--- src/rtl/wdt_pkg.sv ---
package wdt_pkg;
    localparam int unsigned PER_W    = 3;
    localparam int unsigned DATA_W   = 8;
    localparam int unsigned EN_BIT   = 7;
    localparam logic [7:0]  KEY_RESTART = 8'h4E;
    localparam logic [7:0]  KEY_STOP    = 8'hB1;
    localparam logic        LOC_MODE = 1'b0;
    localparam logic        LOC_CMD  = 1'b1;

    typedef struct packed {
        logic             en;
        logic [PER_W-1:0] per;
        logic             run;
    } wdt_ctl_t;
endpackage

--- src/rtl/wdt_keydec.sv ---
module wdt_keydec
    import wdt_pkg::*;
(
    input  logic              cmd_we_i,
    input  logic [DATA_W-1:0] key_i,
    input  logic              en_bit_i,
    output logic              restart_o,
    output logic              stop_o
);
    always_comb begin
        restart_o = cmd_we_i && (key_i == KEY_RESTART);
        stop_o    = cmd_we_i && (key_i == KEY_STOP) && !en_bit_i;
    end
endmodule

--- src/rtl/wdt_period_sel.sv ---
module wdt_period_sel
    import wdt_pkg::*;
#(
    parameter int unsigned BASE_EXP = 15,
    parameter int unsigned STEP     = 2,
    parameter int unsigned CNT_W    = BASE_EXP + 5 * STEP
)(
    input  logic [PER_W-1:0] per_i,
    output logic [CNT_W-1:0] term_o
);
    localparam int unsigned NCODE   = 1 << PER_W;
    localparam int unsigned MAX_IDX = 5;

    logic [CNT_W-1:0] term_tab [NCODE];

    for (genvar g = 0; g < NCODE; g++) begin : g_tab
        localparam int unsigned IDX = (g > MAX_IDX) ? MAX_IDX : g;
        localparam int unsigned EXP = BASE_EXP + STEP * IDX;
        assign term_tab[g] = CNT_W'((64'd1 << EXP) - 64'd1);
    end

    assign term_o = term_tab[per_i];
endmodule

--- src/rtl/wdt_counter.sv ---
module wdt_counter #(
    parameter int unsigned CNT_W = 25
)(
    input  logic             clk_i,
    input  logic             rst_ni,
    input  logic             run_i,
    input  logic             restart_i,
    input  logic [CNT_W-1:0] term_i,
    output logic             tmo_o
);
    typedef struct packed {
        logic [CNT_W-1:0] cnt;
        logic             tmo;
    } cnt_state_t;

    cnt_state_t st_d, st_q;

    always_comb begin
        st_d     = st_q;
        st_d.tmo = 1'b0;
        if (restart_i || !run_i) begin
            st_d.cnt = '0;
        end else if (st_q.cnt >= term_i) begin
            st_d.cnt = '0;
            st_d.tmo = 1'b1;
        end else begin
            st_d.cnt = st_q.cnt + 1'b1;
        end
    end

    always_ff @(posedge clk_i or negedge rst_ni) begin
        if (!rst_ni) st_q <= '0;
        else         st_q <= st_d;
    end

    assign tmo_o = st_q.tmo;
endmodule

--- src/rtl/keyed_wdt.sv ---
module keyed_wdt
    import wdt_pkg::*;
#(
    parameter int unsigned BASE_EXP = 15,
    parameter int unsigned STEP     = 2
)(
    input  logic       clk_i,
    input  logic       rst_ni,
    input  logic       bus_we_i,
    input  logic       bus_addr_i,
    input  logic [7:0] bus_wdata_i,
    output logic [7:0] bus_rdata_o,
    output logic       timeout_o
);
    localparam int unsigned CNT_W = BASE_EXP + 5 * STEP;

    wdt_ctl_t         ctl_d, ctl_q;
    logic             cmd_we, mode_we;
    logic             restart, stop;
    logic [CNT_W-1:0] term;
    logic             mode_en, run_state;
    logic [PER_W-1:0] mode_per;

    assign cmd_we    = bus_we_i && (bus_addr_i == LOC_CMD);
    assign mode_we   = bus_we_i && (bus_addr_i == LOC_MODE);
    assign mode_en   = ctl_q.en;
    assign mode_per  = ctl_q.per;
    assign run_state = ctl_q.run;

    wdt_keydec u_keydec (
        .cmd_we_i  (cmd_we),
        .key_i     (bus_wdata_i),
        .en_bit_i  (ctl_q.en),
        .restart_o (restart),
        .stop_o    (stop)
    );

    wdt_period_sel #(
        .BASE_EXP (BASE_EXP),
        .STEP     (STEP),
        .CNT_W    (CNT_W)
    ) u_persel (
        .per_i  (ctl_q.per),
        .term_o (term)
    );

    wdt_counter #(
        .CNT_W (CNT_W)
    ) u_cnt (
        .clk_i     (clk_i),
        .rst_ni    (rst_ni),
        .run_i     (ctl_q.run),
        .restart_i (restart),
        .term_i    (term),
        .tmo_o     (timeout_o)
    );

    always_comb begin
        ctl_d = ctl_q;
        if (mode_we) begin
            ctl_d.en  = bus_wdata_i[EN_BIT];
            ctl_d.per = bus_wdata_i[PER_W-1:0];
            if (bus_wdata_i[EN_BIT]) ctl_d.run = 1'b1;
        end
        if (stop) ctl_d.run = 1'b0;
    end

    always_ff @(posedge clk_i or negedge rst_ni) begin
        if (!rst_ni) begin
            ctl_q.en  <= 1'b1;
            ctl_q.per <= '0;
            ctl_q.run <= 1'b1;
        end else begin
            ctl_q <= ctl_d;
        end
    end

    always_comb begin
        bus_rdata_o = '0;
        if (bus_addr_i == LOC_MODE) begin
            bus_rdata_o[EN_BIT]      = ctl_q.en;
            bus_rdata_o[PER_W-1:0]   = ctl_q.per;
        end
    end
endmodule

--- config.mk ---
export PLATFORM = sky130hd
export DESIGN_NAME = keyed_wdt
export DESIGN_NICKNAME = d
export VERILOG_FILES = /design/src/rtl/wdt_pkg.sv /design/src/rtl/wdt_keydec.sv /design/src/rtl/wdt_period_sel.sv /design/src/rtl/wdt_counter.sv /design/src/rtl/keyed_wdt.sv
export SDC_FILE = /design/constraint.sdc
export NUM_CORES = 1
export LEC_CHECK = 0
export CELL_PAD_IN_SITES_DETAIL_PLACEMENT = 1
export CELL_PAD_IN_SITES_GLOBAL_PLACEMENT = 2
export CORE_MARGIN = 1
export CORE_UTILIZATION = 35
export DETAILED_ROUTE_END_ITERATION = 16
export GPL_TIMING_DRIVEN = 0
export PLACE_DENSITY = 0.8
export SLEW_MARGIN = 30
export SYNTH_ARGS = -nofsm -noshare
export SYNTH_HDL_FRONTEND = slang
export SYNTH_SLANG_ARGS = --single-unit
export TNS_END_PERCENT = 1
--- constraint.sdc ---
create_clock -name clk_i -period 2.9 [get_ports clk_i]
set_input_delay 0.58 -clock clk_i [delete_from_list [all_inputs] [get_ports clk_i]]
set_output_delay 0.58 -clock clk_i [all_outputs]
set_load 0.005 [all_outputs]
==> results of run 1 <==
## Yosys cell counts (all sizes together), types with 5 or more instances
master,count
xnor2,7
nand2,11
nor3,29
nand3,10
nor2,10
nor2b,5
dfrtp,29
xor2,16
ha,7
buf,7
a21oi,5
nand4,8
## metal layers
metal,GRT usage (%),share of wire [%],vias to the layer above
met5,0,0,-
met4,5.77,1.3,0
met3,4.25,2.3,6
met2,32.3,50,14
met1,24.5,46,718
li1,-,-,690
## report_power, final
part           internal (uW)  switching, uW  total, uW
registers                489           66.0        555
logic                    106            103        208
clock network            168            155        323
total                    763            324       1090
## worst min path at each step
stage          cells after the start  slack (ns)                     from                  endpoint
4_1_cts                            1        0.36                   rst_ni  u_cnt.st_q[23]$_DFF_PN0_
3_5_place_dp                       1        0.49  u_cnt.st_q[1]$_DFF_PN0_   u_cnt.st_q[1]$_DFF_PN0_
3_3_place_gp                       1        0.49  u_cnt.st_q[1]$_DFF_PN0_   u_cnt.st_q[1]$_DFF_PN0_
2_1_floorplan                      0        0.28                   rst_ni   mode_per[0]$_DFFE_PN0P_
5_1_grt                            1        0.39                   rst_ni  u_cnt.st_q[23]$_DFF_PN0_
6_report                           1        0.34                   rst_ni  u_cnt.st_q[24]$_DFF_PN0_
## cells by family after synthesis
| family | count (synthesis) |
|---|---|
| fa+ha+maj | 7 |
| simple gates | 84 |
| compound gates | 19 |
| mux | 3 |
| flops | 31 |
| other cells | 1 |
| buf+inv | 11 |
| xor+xnor | 23 |
## cell type report
type,count,area share [%]
Clock buffer,7,3.62
Timing Repair Buffer,16,7.35
Sequential cell,31,36.9
Multi-Input combinational cell,140,44.7
Inverter,3,0.533
Tap cell,67,3.97
Clock inverter,1,0.237
Buffer,8,2.73
## sequential cells by signal, indices dropped and copies added, names as in the netlist
register,cells
run_state,1
u_cnt.tmo_o,1
mode_en,1
mode_per,3
u_cnt.st_q,25
## stage by stage
| stage | power (uW) | std cells | utilization (%) | hold slack, ns |
|---|---|---|---|---|
| floorplan | 687 | 182 | - | 0.284 |
| detailed placement | 771 | 265 | 42.1 | 0.494 |
| global route | 1160 | 273 | 43.8 | 0.395 |
| finish | 1090 | 273 | 43.8 | 0.340 |
| CTS | 1100 | 273 | 43.8 | 0.365 |
| global placement | 755 | 265 | 42.2 | 0.487 |
==> results.sh, run 1 <==
export IMPL_grt_pass1_wl_um=7650
export IMPL_synth_top_family_by_area="simple AND/OR/NAND/NOR gates"
export IMPL_synth_top_cell_by_area="dfrtp_1"
export IMPL_synth_cells=179
export IMPL_htreeDepth=2
export IMPL_fin_skew_ns=0.0102
export IMPL_die_h_um=73.3
export IMPL_cts_made_buffers=5
export IMPL_p_per_area_nw_per_um2=515
export IMPL_ys_seq_area_share_pct=43.7
export IMPL_cp_data_arrival_time_ns=2.70
export IMPL_wl_per_cell_um=16.2
export IMPL_design_area_um2=2110
export IMPL_synth_simple_area_share_pct=25.6
export IMPL_crit_family="buffers and inverters"
export IMPL_synthMuxAreaShare_pct=1.90
export IMPL_num_antenna_cells=0
export IMPL_fillCellCount=573
export IMPL_synth_compound_area_share_pct=8.44
export IMPL_crit_start="bus_addr_i"
export IMPL_yosys_top_cells_area="dfrtp_1 (41%), xor2_1 (7.9%), nor3_1 (7.6%), ha_1 (4.9%), xnor2_1 (3.4%)"
export IMPL_synth_area_um2=1780
export IMPL_dieArea_um2=5370
export IMPL_fin_crit_ns=2.56
export IMPL_yosysWarnings=0
export IMPL_area_delta_synth_final_pct=18.6
export IMPL_min_period_over_period_pct=88.4
export IMPL_drtPass1Iterations=4
export IMPL_critPathSlowestCell="o41ai_2"
export IMPL_crit_end="u_cnt.st_q[16]$_DFF_PN0_"
export IMPL_ys_async_sr_fraction_pct=100
export IMPL_gp_congestion=0.819
export IMPL_cpPeakStageDelay_ns=0.76
export IMPL_worstRegToRegCells=8
export IMPL_critPathBufInv=2
export IMPL_hpwl_um=3330
export IMPL_postRouteAntennaNets=0
export IMPL_crit_fanout=10
export IMPL_ys_ff_latch=31
export IMPL_min_path_type="in2async"
export IMPL_setup_viol=0
export IMPL_outcome="complete, no violations"
export IMPL_cap_violations=0
export IMPL_core_area_um2=4820
export IMPL_cp_required_ns=3.04
export IMPL_cts_tree="yes"
export IMPL_fin_nets=224
export IMPL_synthFlopType="dfrtp_1"
export IMPL_post_dp_cell_area_um2=2030
export IMPL_drc=0
export IMPL_setup_ws_ns=0.336
export IMPL_reg2reg_slack_ns=0.45
export IMPL_num_rows=25
export IMPL_avgViaCountPerCell=5.23
export IMPL_regArea_um2=778
export IMPL_fmax_mhz=390
export IMPL_final_setup_tns_ns=0
export IMPL_cts_root_buf="clkbuf_8"
export IMPL_synthAdderAreaFrac_pct=4.92
export IMPL_start_kind="input port"
export IMPL_cts_buffer_depth=2
export IMPL_hold_viol_final=0
export IMPL_antenna_found_initial=0
export IMPL_worstMarginPinSlew_ns=0.829
export IMPL_max_slew_margin_pct=44.1
export IMPL_cts_resized=0
export IMPL_fp_dieW_um=73.3
export IMPL_r2r_end="u_cnt.st_q[16]$_DFF_PN0_"
export IMPL_grt_max_degree=32
export IMPL_postCtsHoldBufs=0
export IMPL_slew_viol_final=0
export IMPL_ir_drop_mv=0.249
export IMPL_multi_input_area_um2=943
export IMPL_synth_edf_count=0
export IMPL_worstPathCellList="clkdlybuf4s50_1 -> nand4b_1 -> o41ai_2 -> clkbuf_1 -> nor3_1"
export IMPL_start_util_pct=36.9
export IMPL_rsz0062_at_grt="no"
export IMPL_p_leak_uw=0.000903
export IMPL_avgSynthCellArea_um2=9.94
export IMPL_timing_rr_start="mode_per[2]$_DFFE_PN0P_"
export IMPL_layout_commonest_cell="dfrtp_1"
export IMPL_synth_xor_area_share_pct=11.3
export IMPL_preCtsSetupSlack_ns=0.0212
export IMPL_grt_usage_pct=19.1
export IMPL_crit_path_end_kind="register"
export IMPL_synth_top_area_share_pct=40.8
export IMPL_yosysUniqueCellTypes=35
export IMPL_postCtsSetupBuffers=0
export IMPL_clk_latency_ns=0.28
export IMPL_via_count=1428
export IMPL_overflow=0
export IMPL_wl_um=4430
export IMPL_final_cell_mix="dfrtp_1 (29), nor3_1 (27), xor2_1 (16), clkdlybuf4s50_1 (15), nand2_1 (11)"
export IMPL_clock_sinks=31
export IMPL_cp_num_cells=5
export IMPL_clkTransAtPathRegs_ns=0.07
export IMPL_crit_type="in2reg"
export IMPL_layout_drive_gt1_share_pct=12.1
export IMPL_drt_initial_drc_count=35
export IMPL_grt_pass1_vias=1545
export IMPL_io_buffers=16
export IMPL_ios=21
No activity file was read; power rests on OpenSTA's default activity.
==> run 2, diff against run 1 <==
--- a/config.mk
+++ b/config.mk
@@ -12,6 +12,7 @@
 export DETAILED_ROUTE_END_ITERATION = 16
 export GPL_TIMING_DRIVEN = 0
 export PLACE_DENSITY = 0.8
+export REMOVE_ABC_BUFFERS = 1
 export SLEW_MARGIN = 30
 export SYNTH_ARGS = -nofsm -noshare
 export SYNTH_HDL_FRONTEND = slang
==> results.sh, run 2 (synthesis results as in run 1) <==
export IMPL_crit_start="mode_per[2]$_DFFE_PN0P_"
export IMPL_htreeDepth=2
export IMPL_grt_pass1_vias=1568
export IMPL_hpwl_um=3260
export IMPL_max_slew_margin_pct=52.3
export IMPL_crit_path_end_kind="register"
export IMPL_setup_ws_ns=0.517
export IMPL_num_rows=25
export IMPL_cts_buffer_depth=2
export IMPL_cts_root_buf="clkbuf_8"
export IMPL_grt_pass1_wl_um=7440
export IMPL_ios=21
export IMPL_slew_viol_final=0
export IMPL_num_antenna_cells=0
export IMPL_cp_data_arrival_time_ns=2.50
export IMPL_timing_rr_start="mode_per[2]$_DFFE_PN0P_"
export IMPL_start_util_pct=36.9
export IMPL_largest_reg_flops=25
export IMPL_postCtsHoldBufs=0
export IMPL_top_register="u_cnt.st_q"
export IMPL_final_cell_mix="dfrtp_1 (29), nor3_1 (27), xor2_1 (16), clkdlybuf4s50_1 (15), nand2_1 (11)"
export IMPL_cpPeakStageDelay_ns=0.48
export IMPL_postCtsSetupBuffers=0
export IMPL_gp_congestion=0.717
export IMPL_clkTransAtPathRegs_ns=0.07
export IMPL_worstMarginPinSlew_ns=0.716
export IMPL_p_per_area_nw_per_um2=568
export IMPL_clk_latency_ns=0.28
export IMPL_wl_um=4420
export IMPL_io_buffers=16
export IMPL_dieArea_um2=5370
export IMPL_worstPathCellList="o21ai_0 -> ha_1 -> nand4_1 -> a2111oi_0 -> a31oi_1 -> o21ai_4 -> nor3_1"
export IMPL_min_path_type="in2async"
export IMPL_fmax_mhz=420
export IMPL_antenna_found_initial=0
export IMPL_crit_fanout=26
export IMPL_preCtsSetupSlack_ns=0.218
export IMPL_worstRegToRegCells=7
export IMPL_area_delta_synth_final_pct=19.1
export IMPL_layout_commonest_cell="dfrtp_1"
export IMPL_grt_usage_pct=18.6
export IMPL_clock_sinks=31
export IMPL_layout_drive_gt1_share_pct=11.0
export IMPL_overflow=0
export IMPL_postRouteAntennaNets=0
export IMPL_setup_viol=0
export IMPL_min_period_over_period_pct=82.2
export IMPL_drc=0
export IMPL_cts_made_buffers=5
export IMPL_outcome="complete, no violations"
export IMPL_hold_slack_ns=0.351
export IMPL_critPathSlowestCell="dfrtp_1"
export IMPL_r2r_end="u_cnt.st_q[5]$_DFF_PN0_"
export IMPL_reg2reg_slack_ns=0.52
export IMPL_via_count=1426
export IMPL_crit_type="reg2reg"
export IMPL_cts_tree="yes"
export IMPL_fin_crit_ns=2.38
export IMPL_fp_dieW_um=73.3
export IMPL_fin_skew_ns=0.00827
export IMPL_avgViaCountPerCell=5.34
export IMPL_core_area_um2=4820
export IMPL_die_h_um=73.3
export IMPL_fin_nets=218
export IMPL_cap_violations=0
export IMPL_hold_viol_final=0
export IMPL_start_kind="register"
export IMPL_rsz0062_at_grt="no"
export IMPL_cts_resized=0
export IMPL_drtPass1Iterations=4
export IMPL_cp_required_ns=3.02
export IMPL_grt_max_degree=32
export IMPL_wl_per_cell_um=16.5
export IMPL_p_leak_uw=0.000908
export IMPL_drt_initial_drc_count=36
export IMPL_ir_drop_mv=0.235
[run 2: changes by cell type in the layout (fill, tap and decap cells not counted), sizes merged]
cell and delta:
buf -5, clkbuf -2, bufinv +1
[run 2: layer usage]
metal  vias up  GRT usage [%]  routed length (um)
li1        685              -                   -
met2        27           34.1                2290
met4         0           7.69                  46
met5         -              0                   0
met3         4           3.84                 163
met1       710           21.0                1920
[run 2: worst max-delay path by stage]
stage / cells past startpoint / endpoint / slack, ns
after global placement: 4 / u_cnt.st_q[13]$_DFF_PN0_ / -0.61
after detailed placement: 6 / u_cnt.st_q[21]$_DFF_PN0_ / 0.22
after CTS: 7 / u_cnt.st_q[5]$_DFF_PN0_ / 0.49
final: 7 / u_cnt.st_q[5]$_DFF_PN0_ / 0.52
after global routing: 7 / u_cnt.st_q[21]$_DFF_PN0_ / 0.33
after floorplan: 3 / u_cnt.st_q[10]$_DFF_PN0_ / 0.57
[run 2: stage by stage]
step | instance area [um^2] | util, % | cells | setup TNS, ns | power [uW]
detailed placement | 2000 | 41.6 | 259 | 0 | 770
floorplan | 1730 | - | 174 | 0 | 683
CTS | 2120 | 44.0 | 267 | 0 | 1220
global route | 2120 | 44.0 | 267 | 0 | 1270
global placement | 1980 | 41.0 | 257 | -15.54 | 744
finish | 2120 | 44.0 | 267 | 0 | 1200
[run 2: where the power goes]
part	internal [uW]	switching, uW
combinational	102	103
clock	278	165
sequential	489	66.5
total	869	335
[run 2: final cells by class]
type                            instances  area [um^2]
Fill cell                             576         2700
Multi-Input combinational cell        140          955
Sequential cell                        31          778
Timing Repair Buffer                   18          174
Tap cell                               67         83.8
Clock buffer                            6         82.6
Clock inverter                          2         35.0
Inverter                                3         11.3
[run 2: worst max-delay path, delay by kind of cell (launching register included)]
family | cells | cell delay, ns
simple gates | 2 | 0.27
flops | 1 | 0.48
compound gates | 4 | 1.10
fa+ha+maj | 1 | 0.35
==> run 3, diff against run 2 <==
--- a/config.mk
+++ b/config.mk
@@ -8,10 +8,10 @@
 export CELL_PAD_IN_SITES_DETAIL_PLACEMENT = 1
 export CELL_PAD_IN_SITES_GLOBAL_PLACEMENT = 2
 export CORE_MARGIN = 1
-export CORE_UTILIZATION = 35
+export CORE_UTILIZATION = 32
 export DETAILED_ROUTE_END_ITERATION = 16
 export GPL_TIMING_DRIVEN = 0
-export PLACE_DENSITY = 0.8
+export PLACE_DENSITY = 0.77
 export REMOVE_ABC_BUFFERS = 1
 export SLEW_MARGIN = 30
 export SYNTH_ARGS = -nofsm -noshare
==> constraint.sdc (replaced) <==
create_clock -name clk_i -period 2.1 [get_ports clk_i]
set_input_delay 0.42 -clock clk_i [delete_from_list [all_inputs] [get_ports clk_i]]
set_output_delay 0.42 -clock clk_i [all_outputs]
set_load 0.005 [all_outputs]
==> results.sh, run 3 (synthesis results as in run 1) <==
export IMPL_gp_congestion=0.792
export IMPL_setup_viol=0
export IMPL_hold_viol_final=0
export IMPL_postRouteAntennaNets=0
export IMPL_switching_share_pct=29.7
export IMPL_fp_dieW_um=76.6
export IMPL_cap_violations=0
export IMPL_comb_power_share_pct=19.5
export IMPL_wl_um=4730
export IMPL_dieArea_um2=5860
export IMPL_use_met3_pct=4.67
export IMPL_area_delta_synth_final_pct=27.8
export IMPL_cp_num_cells=8
export IMPL_die_h_um=76.6
export IMPL_preCtsSetupSlack_ns=-0.306
export IMPL_reg2reg_slack_ns=0.02
export IMPL_antenna_found_initial=0
export IMPL_num_rows=26
export IMPL_grt_max_degree=32
export IMPL_wl_per_cell_um=17.0
export IMPL_crit_fanout=7
export IMPL_crit_path_end_kind="register"
export IMPL_grt_pass1_vias=1593
export IMPL_met2_usage_pct=30.4
export IMPL_max_slew_margin_pct=53.9
export IMPL_worstRegToRegCells=8
export IMPL_drc=0
export IMPL_ir_drop_mv=0.289
export IMPL_clockPowerShare_pct=32.4
export IMPL_overflow=0
export IMPL_clock_sinks=31
export IMPL_fin_nets=226
export IMPL_met1_usage_pct=20.2
export IMPL_outcome="complete, no violations"
export IMPL_start_util_pct=34.0
export IMPL_grt_pass1_wl_um=7940
export IMPL_worstMarginPinSlew_ns=0.691
export IMPL_start_kind="register"
export IMPL_via_count=1466
export IMPL_htreeDepth=2
export IMPL_clkTransAtPathRegs_ns=0.07
export IMPL_cts_tree="yes"
export IMPL_post_dp_cell_area_um2=2010
export IMPL_p_switching_uw=478
export IMPL_min_path_type="in2async"
export IMPL_slew_viol_final=0
export IMPL_crit_family="compound AO/OA/AOI/OAI gates"
export IMPL_drt_initial_drc_count=46
export IMPL_core_area_um2=5240
export IMPL_top_register="u_cnt.st_q"
export IMPL_largest_reg_flops=25
export IMPL_top_usage_layer="met2"
export IMPL_cts_buffer_depth=2
export IMPL_intPower_uw=1130
export IMPL_critPathSlowestCell="dfrtp_2"
export IMPL_final_cell_mix="nor3_1 (26), dfrtp_1 (26), xor2_1 (16), clkdlybuf4s50_1 (14), nand2_1 (11)"
export IMPL_postCtsHoldBufs=0
export IMPL_num_antenna_cells=0
export IMPL_hold_slack_ns=0.183
export IMPL_p_per_area_nw_per_um2=707
export IMPL_seq_power_share_pct=48.1
export IMPL_ios=21
export IMPL_rsz0062_at_grt="yes"
export IMPL_p_leak_uw=0.000956
export IMPL_cpPeakStageDelay_ns=0.44
export IMPL_avgViaCountPerCell=5.27
export IMPL_worstPathCellList="o21ai_2 -> ha_1 -> nand4_1 -> a2111oi_4 -> a31oi_2 -> buf_6 -> o21ai_4 -> nor2b_4"
export IMPL_layout_drive_gt1_share_pct=19.2
export IMPL_fmax_mhz=481
export IMPL_design_area_um2=2270
export IMPL_min_period_over_period_pct=99.0
export IMPL_drtPass1Iterations=4
export IMPL_cts_root_buf="clkbuf_8"
export IMPL_cp_data_arrival_time_ns=2.30
export IMPL_clk_latency_ns=0.28
export IMPL_fin_skew_ns=0.00628
export IMPL_critPathBufInv=1
export IMPL_grt_usage_pct=17.3
export IMPL_cp_required_ns=2.32
export IMPL_cts_made_buffers=5
export IMPL_io_buffers=16
export IMPL_hpwl_um=3120
export IMPL_crit_type="reg2reg"
export IMPL_setup_ws_ns=0.0217
export IMPL_fin_crit_ns=2.08
run 3: worst paths after layout:
kind	endpoint	from
max	u_cnt.tmo_o$_DFF_PN0_	mode_per[1]$_DFFE_PN0P_
min	u_cnt.st_q[15]$_DFF_PN0_	rst_ni
max reg2reg	u_cnt.tmo_o$_DFF_PN0_	mode_per[1]$_DFFE_PN0P_
min reg2reg	u_cnt.st_q[1]$_DFF_PN0_	u_cnt.st_q[1]$_DFF_PN0_
max in group asynchronous	mode_per[0]$_DFFE_PN0P_	rst_ni
min in group clk_i	u_cnt.st_q[1]$_DFF_PN0_	u_cnt.st_q[1]$_DFF_PN0_
run 3: routing by layer:
layer  routed length, um  part of all wire, %
met1                2110                   45
met2                2410                   51
met3                 152                  3.2
met4                  62                  1.3
met5                   0                    0
run 3: power groups by stage:
stage	clock network [uW]	registers (uW)	logic [uW]
2_1_floorplan	0	753	191
3_3_place_gp	0	768	263
3_5_place_dp	0	782	283
4_1_cts	537	771	297
5_1_grt	564	788	356
6_report	521	773	313
run 3: metrics by stage:
stage	utilization [%]	std cells	TNS, ns	power (uW)
after floorplan	-	174	-1.56	944
after global placement	37.8	260	-31.76	1030
after detailed placement	38.4	262	-7.06	1060
after CTS	42.5	275	-0.0155	1610
after global routing	43.4	278	-1.38	1710
final	43.4	278	0	1610
run 3: timing repair:
action | in CTS | in global routing
setup buffers | 2 | 3
endpoints found under the setup margin | 26 | 28
cloned | 3 | 0
resized for setup | 13 | 8
endpoints found under the hold margin | 0 | 0
pin swaps | 1 | 9
run 3: area by class of cell:
cell class	instances	area, um^2
multi-input combinational	143	1070
inverter	3	11.3
sequential	31	782
fill	575	2960
clock inverter	1	7.51
clock buffer	7	96.3
timing repair buffer	23	221
tap	70	87.6
